$ cat config.mk
export PLATFORM = sky130hd
export DESIGN_NAME = stpwm_gate_gen
export DESIGN_NICKNAME = d
export VERILOG_FILES = /design/src/rtl/stpwm_pkg.sv /design/src/rtl/stpwm_envelope.sv /design/src/rtl/stpwm_leg_cmp.sv /design/src/rtl/stpwm_gate_gen.sv
export SDC_FILE = /design/constraint.sdc
export NUM_CORES = 1
export LEC_CHECK = 0
export ABC_AREA = 1
export BUFFER_PORTS_ARGS = -buffer_cell sky130_fd_sc_hd__buf_2
export CAP_MARGIN = 30
export CORE_ASPECT_RATIO = 0.75
export CORE_UTILIZATION = 55
export DETAILED_ROUTE_END_ITERATION = 8
export GPL_ROUTABILITY_DRIVEN = 0
export HOLD_SLACK_MARGIN = 0.03
export PLACE_DENSITY = 0.74
export SYNTH_ARGS = -nofsm -noshare
export SYNTH_HDL_FRONTEND = slang
export SYNTH_SLANG_ARGS = --single-unit
export TNS_END_PERCENT = 50
$ cat constraint.sdc
create_clock -name clk -period 2.2 [get_ports clk]
set_clock_uncertainty 0.15 [all_clocks]
set_input_delay 0.22 -clock clk [delete_from_list [all_inputs] [get_ports clk]]
set_output_delay 0.22 -clock clk [all_outputs]
set_load 0.02 [all_outputs]
$ cat src/rtl/stpwm_pkg.sv
package stpwm_pkg;
  localparam int unsigned LEGS = 3;
  typedef enum logic [1:0] {LEG_A = 2'd0, LEG_B = 2'd1, LEG_C = 2'd2} leg_e;
endpackage

$ cat src/rtl/stpwm_envelope.sv
module stpwm_envelope #(
  parameter int unsigned DW = 16
) (
  input  logic                 clk,
  input  logic                 rst_n,
  input  logic signed [DW-1:0] ref_a,
  input  logic signed [DW-1:0] ref_b,
  input  logic signed [DW-1:0] ref_c,
  input  logic signed [DW-1:0] carrier,
  input  logic        [DW-2:0] k_off,
  output logic signed [DW-1:0] ra_q,
  output logic signed [DW-1:0] rb_q,
  output logic signed [DW-1:0] rc_q,
  output logic signed [DW-1:0] car_q,
  output logic signed [DW-1:0] mx_q,
  output logic signed [DW-1:0] mn_q,
  output logic signed [DW:0]   vp_q,
  output logic signed [DW:0]   vn_q
);
  localparam int unsigned KW = DW - 1;
  localparam int unsigned EW = DW + 1;
  localparam logic [KW-1:0] K_HALF = KW'(1) << (DW - 2);

  function automatic logic signed [DW-1:0] pick_max(
    input logic signed [DW-1:0] x, input logic signed [DW-1:0] y,
    input logic signed [DW-1:0] z);
    logic signed [DW-1:0] t;
    t = (x > y) ? x : y;
    return (t > z) ? t : z;
  endfunction

  function automatic logic signed [DW-1:0] pick_min(
    input logic signed [DW-1:0] x, input logic signed [DW-1:0] y,
    input logic signed [DW-1:0] z);
    logic signed [DW-1:0] t;
    t = (x < y) ? x : y;
    return (t < z) ? t : z;
  endfunction

  function automatic logic [KW-1:0] sat_k(input logic [KW-1:0] k);
    return (k > K_HALF) ? K_HALF : k;
  endfunction

  // lift the max by K over its non-positive stretch
  function automatic logic signed [EW-1:0] env_up(
    input logic signed [DW-1:0] m, input logic [KW-1:0] k);
    logic signed [EW-1:0] mw;
    mw = EW'(m);
    return (m > 0) ? mw : mw + $signed({2'b00, k});
  endfunction

  // lower the min by K over its non-negative stretch
  function automatic logic signed [EW-1:0] env_dn(
    input logic signed [DW-1:0] m, input logic [KW-1:0] k);
    logic signed [EW-1:0] mw;
    mw = EW'(m);
    return (m < 0) ? mw : mw - $signed({2'b00, k});
  endfunction

  logic signed [DW-1:0] mx_d, mn_d;
  logic        [KW-1:0] k_sat;
  logic signed [EW-1:0] vp_d, vn_d;

  always_comb begin
    mx_d  = pick_max(ref_a, ref_b, ref_c);
    mn_d  = pick_min(ref_a, ref_b, ref_c);
    k_sat = sat_k(k_off);
    vp_d  = env_up(mx_d, k_sat);
    vn_d  = env_dn(mn_d, k_sat);
  end

  always_ff @(posedge clk or negedge rst_n) begin
    if (!rst_n) begin
      ra_q  <= '0;
      rb_q  <= '0;
      rc_q  <= '0;
      car_q <= '0;
      mx_q  <= '0;
      mn_q  <= '0;
      vp_q  <= '0;
      vn_q  <= '0;
    end else begin
      ra_q  <= ref_a;
      rb_q  <= ref_b;
      rc_q  <= ref_c;
      car_q <= carrier;
      mx_q  <= mx_d;
      mn_q  <= mn_d;
      vp_q  <= vp_d;
      vn_q  <= vn_d;
    end
  end
endmodule

$ cat src/rtl/stpwm_leg_cmp.sv
module stpwm_leg_cmp #(
  parameter int unsigned DW = 16
) (
  input  logic                 clk,
  input  logic                 rst_n,
  input  logic signed [DW-1:0] ref_q,
  input  logic signed [DW-1:0] car_q,
  input  logic                 force_hi,
  input  logic                 force_lo,
  output logic                 gate_hi,
  output logic                 gate_lo
);
  logic above, below;

  always_comb begin
    above = ref_q > car_q;
    below = ref_q < car_q;
  end

  always_ff @(posedge clk or negedge rst_n) begin
    if (!rst_n) begin
      gate_hi <= 1'b0;
      gate_lo <= 1'b0;
    end else begin
      gate_hi <= above | force_hi;
      gate_lo <= below | force_lo;
    end
  end
endmodule

$ cat src/rtl/stpwm_gate_gen.sv
module stpwm_gate_gen #(
  parameter int unsigned DW = 16
) (
  input  logic                 clk,
  input  logic                 rst_n,
  input  logic signed [DW-1:0] ref_a,
  input  logic signed [DW-1:0] ref_b,
  input  logic signed [DW-1:0] ref_c,
  input  logic signed [DW-1:0] carrier,
  input  logic        [DW-2:0] k_off,
  output logic        [2:0]    gate_hi,
  output logic        [2:0]    gate_lo
);
  import stpwm_pkg::*;

  logic signed [DW-1:0] ra_q, rb_q, rc_q, car_q, mx_q, mn_q;
  logic signed [DW:0]   vp_q, vn_q, car_ext;
  logic                 st_hi_evt, st_lo_evt;
  logic signed [DW-1:0] ref_arr [LEGS];

  stpwm_envelope #(.DW(DW)) u_env (
    .clk(clk), .rst_n(rst_n),
    .ref_a(ref_a), .ref_b(ref_b), .ref_c(ref_c),
    .carrier(carrier), .k_off(k_off),
    .ra_q(ra_q), .rb_q(rb_q), .rc_q(rc_q), .car_q(car_q),
    .mx_q(mx_q), .mn_q(mn_q), .vp_q(vp_q), .vn_q(vn_q)
  );

  always_comb begin
    car_ext   = $signed({car_q[DW-1], car_q});
    st_hi_evt = vp_q < car_ext;
    st_lo_evt = vn_q > car_ext;
    ref_arr[LEG_A] = ra_q;
    ref_arr[LEG_B] = rb_q;
    ref_arr[LEG_C] = rc_q;
  end

  for (genvar g = 0; g < LEGS; g++) begin : g_leg
    stpwm_leg_cmp #(.DW(DW)) u_leg (
      .clk(clk), .rst_n(rst_n),
      .ref_q(ref_arr[g]), .car_q(car_q),
      .force_hi(st_hi_evt), .force_lo(st_lo_evt),
      .gate_hi(gate_hi[g]), .gate_lo(gate_lo[g])
    );
  end
endmodule

==> flow_summary.json, run 1 <==
{
  "status": "aborted with a tool error",
  "lastStage": "global routing (5_1_grt)",
  "stop_error": "[ERROR GRT-0232] Routing congestion too high. Check the congestion heatmap in the GUI.",
  "syn_nets": 1330,
  "grt_usage": 0.742,
  "io_pins": 87,
  "synth.avg_cell_area_sq_um": 7.90,
  "synthArstFlopShare": 1.00,
  "portBuffers": 86,
  "synth_area_sq_mm": 0.00861,
  "worst_endpoint_kind": "register input",
  "cts_sinks": 104,
  "fp-row-count": 39,
  "htreeDepth": 3,
  "overflow": 76,
  "placed_cells": 1610,
  "ys_warn_count": 0,
  "syn-instance-count": 1090,
  "yosysSeqAreaShare": 0.302,
  "cts_buffers": 9,
  "dpl-instance-area_sq_mm": 0.0112,
  "synth_edf_count": 0,
  "grt_max_degree": 54,
  "cts_root_buf": "clkbuf_16",
  "clk_path_buf_depth": 2,
  "ys_ff_latch": 104,
  "dieHeight_um": 110,
  "crit_endpoint": "u_env.vp_q[14]$_DFF_PN0_/D",
  "start_util": 0.564,
  "synth-main-ff-cell": "dfrtp_1",
  "ys_types": 50,
  "fp.dieW_um": 146,
  "dp_hpwl_mm": 21.7
}
==> synthesized netlist by cell type (all sizes together), types with 7 or more instances <==
cell type | count | area share
dfrtp | 104 | 0.30
buf | 20 | 0.017
inv | 132 | 0.058
xor2 | 14 | 0.014
nand3 | 115 | 0.070
o21a | 7 | 0.0061
ha | 157 | 0.23
a21oi | 74 | 0.045
nor3 | 7 | 0.0054
o21ai | 57 | 0.037
xnor2 | 8 | 0.0081
a211oi | 9 | 0.0078
nor2 | 49 | 0.023
nand2 | 275 | 0.12
nand4 | 16 | 0.012
==> through the flow <==
step / setup TNS, ns / setup slack [ns]
after CTS: -76.87 / -2.53
after detailed placement: -101.27 / -3.30
after global placement: -94.81 / -3.14
after floorplan: -75.41 / -2.80
==> cells by family after synthesis <==
kind of cell    count (synthesis)  share of synthesized area
flops                         104                      0.302
buf+inv                       157                     0.0774
fa+ha+maj                     159                      0.233
mux                             1                    0.00116
compound gates                174                      0.121
xor+xnor                       22                     0.0224
simple gates                  473                      0.243
==> per-layer routing <==
layer,GRT usage,GRT overflow
met4,0.804,28
met2,0.961,47
met5,0.166,0
met3,0.552,0
met1,0.722,1
==> what timing repair did <==
action                                  4_1_cts
endpoints found under the hold margin        95
endpoints found under the setup margin       40
hold buffers                                 65
pin swaps                                    60
cloned                                        3
buffers inserted                             34
resized for setup                           123
==> run 2, diff against run 1 <==
--- a/config.mk
+++ b/config.mk
@@ -8,12 +8,10 @@
 export ABC_AREA = 1
 export BUFFER_PORTS_ARGS = -buffer_cell sky130_fd_sc_hd__buf_2
 export CAP_MARGIN = 30
-export CORE_ASPECT_RATIO = 0.75
-export CORE_UTILIZATION = 55
+export CORE_UTILIZATION = 40
 export DETAILED_ROUTE_END_ITERATION = 8
 export GPL_ROUTABILITY_DRIVEN = 0
-export HOLD_SLACK_MARGIN = 0.03
-export PLACE_DENSITY = 0.74
+export PLACE_DENSITY_LB_ADDON = 0.15
 export SYNTH_ARGS = -nofsm -noshare
 export SYNTH_HDL_FRONTEND = slang
 export SYNTH_SLANG_ARGS = --single-unit
==> constraint.sdc (replaced) <==
create_clock -name clk -period 2.9 [get_ports clk]
set_clock_uncertainty 0.15 [all_clocks]
set_input_delay 0.29 -clock clk [delete_from_list [all_inputs] [get_ports clk]]
set_output_delay 0.29 -clock clk [all_outputs]
set_load 0.02 [all_outputs]
==> run 2 against run 1 <==
Effect of this change:
- the flow now finishes, with violations (negative setup slack)
- synthesized cell count unchanged
- area after synthesis unchanged
==> flow_summary.json, run 2 <==
{
  "num_vias": 8835,
  "viasPerCell": 5.02,
  "ys_types": 50,
  "drt-total-wl_mm": 28.6,
  "arrival_ns": 5.02,
  "cp-start-kind": "input port",
  "r2r.worst_path.cells": 14,
  "synth-main-ff-cell": "dfrtp_1",
  "cts_root_buf": "clkbuf_16",
  "timing.critical_path.from": "ref_b[11]",
  "fp-row-count": 53,
  "sw_frac_of_total": 0.417,
  "hold_path_class": "input port to flop",
  "reg_top3": "u_env.vn_q (17), u_env.vp_q (17)",
  "critical_path_class": "input port to flop",
  "crit_path_end": "u_env.vp_q[14]$_DFF_PN0_",
  "final_cells": 1760,
  "grt_usage": 0.270,
  "syn_nets": 1330,
  "placed_cells": 1680,
  "synth_most_common_cell": "nand2_1",
  "tightest_slew_ns": 0.557,
  "fp.dieW_um": 149,
  "worstSkewPairLatency_ns": 0.36,
  "synth_common_cells": "nand2_1, ha_1, inv_1, nand3_1, dfrtp_1",
  "setup_slack_ns": -2.02,
  "dpl-instance-area_sq_mm": 0.0113,
  "io_pins": 87,
  "drc_errors": 0,
  "wl_per_cell_um": 16.2,
  "hold_viol_final": 0,
  "slew_headroom": 0.624,
  "p_switching_w": 0.00348,
  "setup-tns-final_ns": -54.56,
  "final_common_cell": "buf_4",
  "critPathRequiredTime_ns": 3.00,
  "synth_top_area_cell": "dfrtp_1",
  "start_util": 0.408,
  "area_growth_pct": 53.0,
  "synth.avg_cell_area_sq_um": 7.90,
  "htreeDepth": 3,
  "period_minus_slack_ns": 4.92,
  "ys_warn_count": 0,
  "slew_viol_final": 0,
  "p_int_w": 0.00488,
  "portBuffers": 86,
  "final_cell_mix": "buf_4, nand2_1, ha_1",
  "setup_viol": 34,
  "seqPwrFrac": 0.222,
  "vdd_ir_drop_max_uv": 349,
  "reg2reg_from": "u_env.car_q[2]$_DFF_PN0_",
  "hold_slack_ns": 0.0207,
  "cpPeakStageDelay_ns": 0.25,
  "cpMostUsedCell": "nand2_2",
  "grt_pass1_wl_mm": 45.5,
  "synthArstFlopShare": 1.00,
  "diodes": 0,
  "drive_gt1_frac": 0.406,
  "synth_edf_count": 0,
  "dp_hpwl_mm": 22.5,
  "drv_cap": 0,
  "design_area_sq_mm": 0.0132,
  "antenna_found_initial": 0,
  "p_clk_frac": 0.140,
  "fin_crit_sh": 1.70,
  "fin_nets": 1720,
  "yosysTopAreaCellShare": 0.302,
  "tritoncts": "yes",
  "r2r_setup_slack_ns": 0.15,
  "combPwrFrac": 0.638,
  "first_iter_violations": 522,
  "hold_start": "ref_b[7]",
  "firstDrtPassIters": 5,
  "failed_checks": "negative setup slack",
  "die-area_sq_mm": 0.0221,
  "rsz0062_at_grt": "yes",
  "fillerInstances": 1848,
  "clkSlewWorstSetupHoldPaths_ns": 0.07,
  "cts_sinks": 104,
  "ant_nets": 0,
  "syn-instance-count": 1090,
  "powerDensity_mw_per_mm2": 635,
  "overflow": 0,
  "clock.fmax_ghz": 0.203,
  "yosysSeqAreaShare": 0.302,
  "reg2reg_to": "g_leg[0].u_leg.gate_hi$_DFF_PN0_",
  "grt_pass1_vias": 8893,
  "clk_path_buf_depth": 2,
  "cts_buffers": 9,
  "dieHeight_um": 149,
  "grt_max_degree": 51,
  "synth_area_sq_mm": 0.00861,
  "slowest_stage": "ha_4",
  "synthTopCellsByArea": "dfrtp_1, ha_1, nand2_1",
  "ys_ff_latch": 104,
  "coreArea_sq_mm": 0.0211,
  "cp-end-kind": "flop",
  "p_leak_nw": 6.86,
  "status": "finished with violations",
  "critical_path.max_fanout": 6
}
## run 2: cell counts after synthesis
Identical to the previous run, type by type.
## run 2: routing by layer
layer / global-route usage / up-vias / part of all wire
li1: - / 4476 / -
met3: 0.0361 / 50 / 0.048
met1: 0.363 / 4107 / 0.46
met5: 0 / - / 0
met4: 0.0934 / 0 / 0.029
met2: 0.444 / 202 / 0.47
## run 2: power groups by stage
stage / sequential (W) / clock, W / combinational [W]
after detailed placement: 0.00189 / 0 / 0.00445
after CTS: 0.00186 / 0.00121 / 0.00497
final: 0.00186 / 0.00117 / 0.00533
after floorplan: 0.00186 / 0 / 0.00270
after global routing: 0.00188 / 0.00125 / 0.00591
after global placement: 0.00189 / 0 / 0.00440
## run 2: cell type report
cell class / count / area [sq um] / area share
Inverter: 132 / 520 / 0.0395
Multi-Input combinational cell: 829 / 6340 / 0.481
Tap cell: 275 / 344 / 0.0261
Timing Repair Buffer: 401 / 3050 / 0.231
Sequential cell: 104 / 2600 / 0.197
Clock buffer: 9 / 225 / 0.0171
Clock inverter: 7 / 55.1 / 0.00418
Timing Repair inverter: 3 / 41.3 / 0.00313
## run 2: what timing repair did
action                                  4_1_cts  5_1_grt
gates cloned                                  2        1
resized for setup                           157       75
setup buffers                                19       12
hold buffers                                 31        0
endpoints found under the setup margin       34       36
hold endpoints to repair                     56        0
pin swaps                                    63       42
## run 2: worst min-delay path by stage
stage | end | slack, ns | cells past startpoint
after detailed placement | u_env.car_q[4]$_DFF_PN0_ | 0.09 | 1
after CTS | u_env.rb_q[7]$_DFF_PN0_ | 0.007 | 2
after global placement | u_env.car_q[4]$_DFF_PN0_ | 0.09 | 1
final | u_env.rb_q[7]$_DFF_PN0_ | 0.02 | 2
after global routing | u_env.rc_q[1]$_DFF_PN0_ | 0.01 | 2
after floorplan | g_leg[0].u_leg.gate_hi$_DFF_PN0_ | -0.16 | 0
## run 2: metrics by stage
step / power, W / setup WS (ns) / util
floorplan: 0.00456 / -2.17 / -
global placement: 0.00629 / -2.71 / 0.536
detailed placement: 0.00634 / -2.74 / 0.536
CTS: 0.00804 / -1.84 / 0.604
global route: 0.00904 / -2.34 / 0.625
finish: 0.00836 / -2.02 / 0.625
## run 2: cell families after synthesis
logic type | count (synthesis) | synth area share
simple gates | 473 | 0.243
compound gates | 174 | 0.121
fa+ha+maj | 159 | 0.233
buf+inv | 157 | 0.0774
flops | 104 | 0.302
xor+xnor | 22 | 0.0224
mux | 1 | 0.00116
## run 2: critical path, delay by kind of cell
kind / cells / cell delay [ns]
simple gates: 24 / 2.46
buf+inv: 7 / 0.61
fa+ha+maj: 3 / 0.71
compound gates: 6 / 0.94
(Power assumes the default switching activity.)
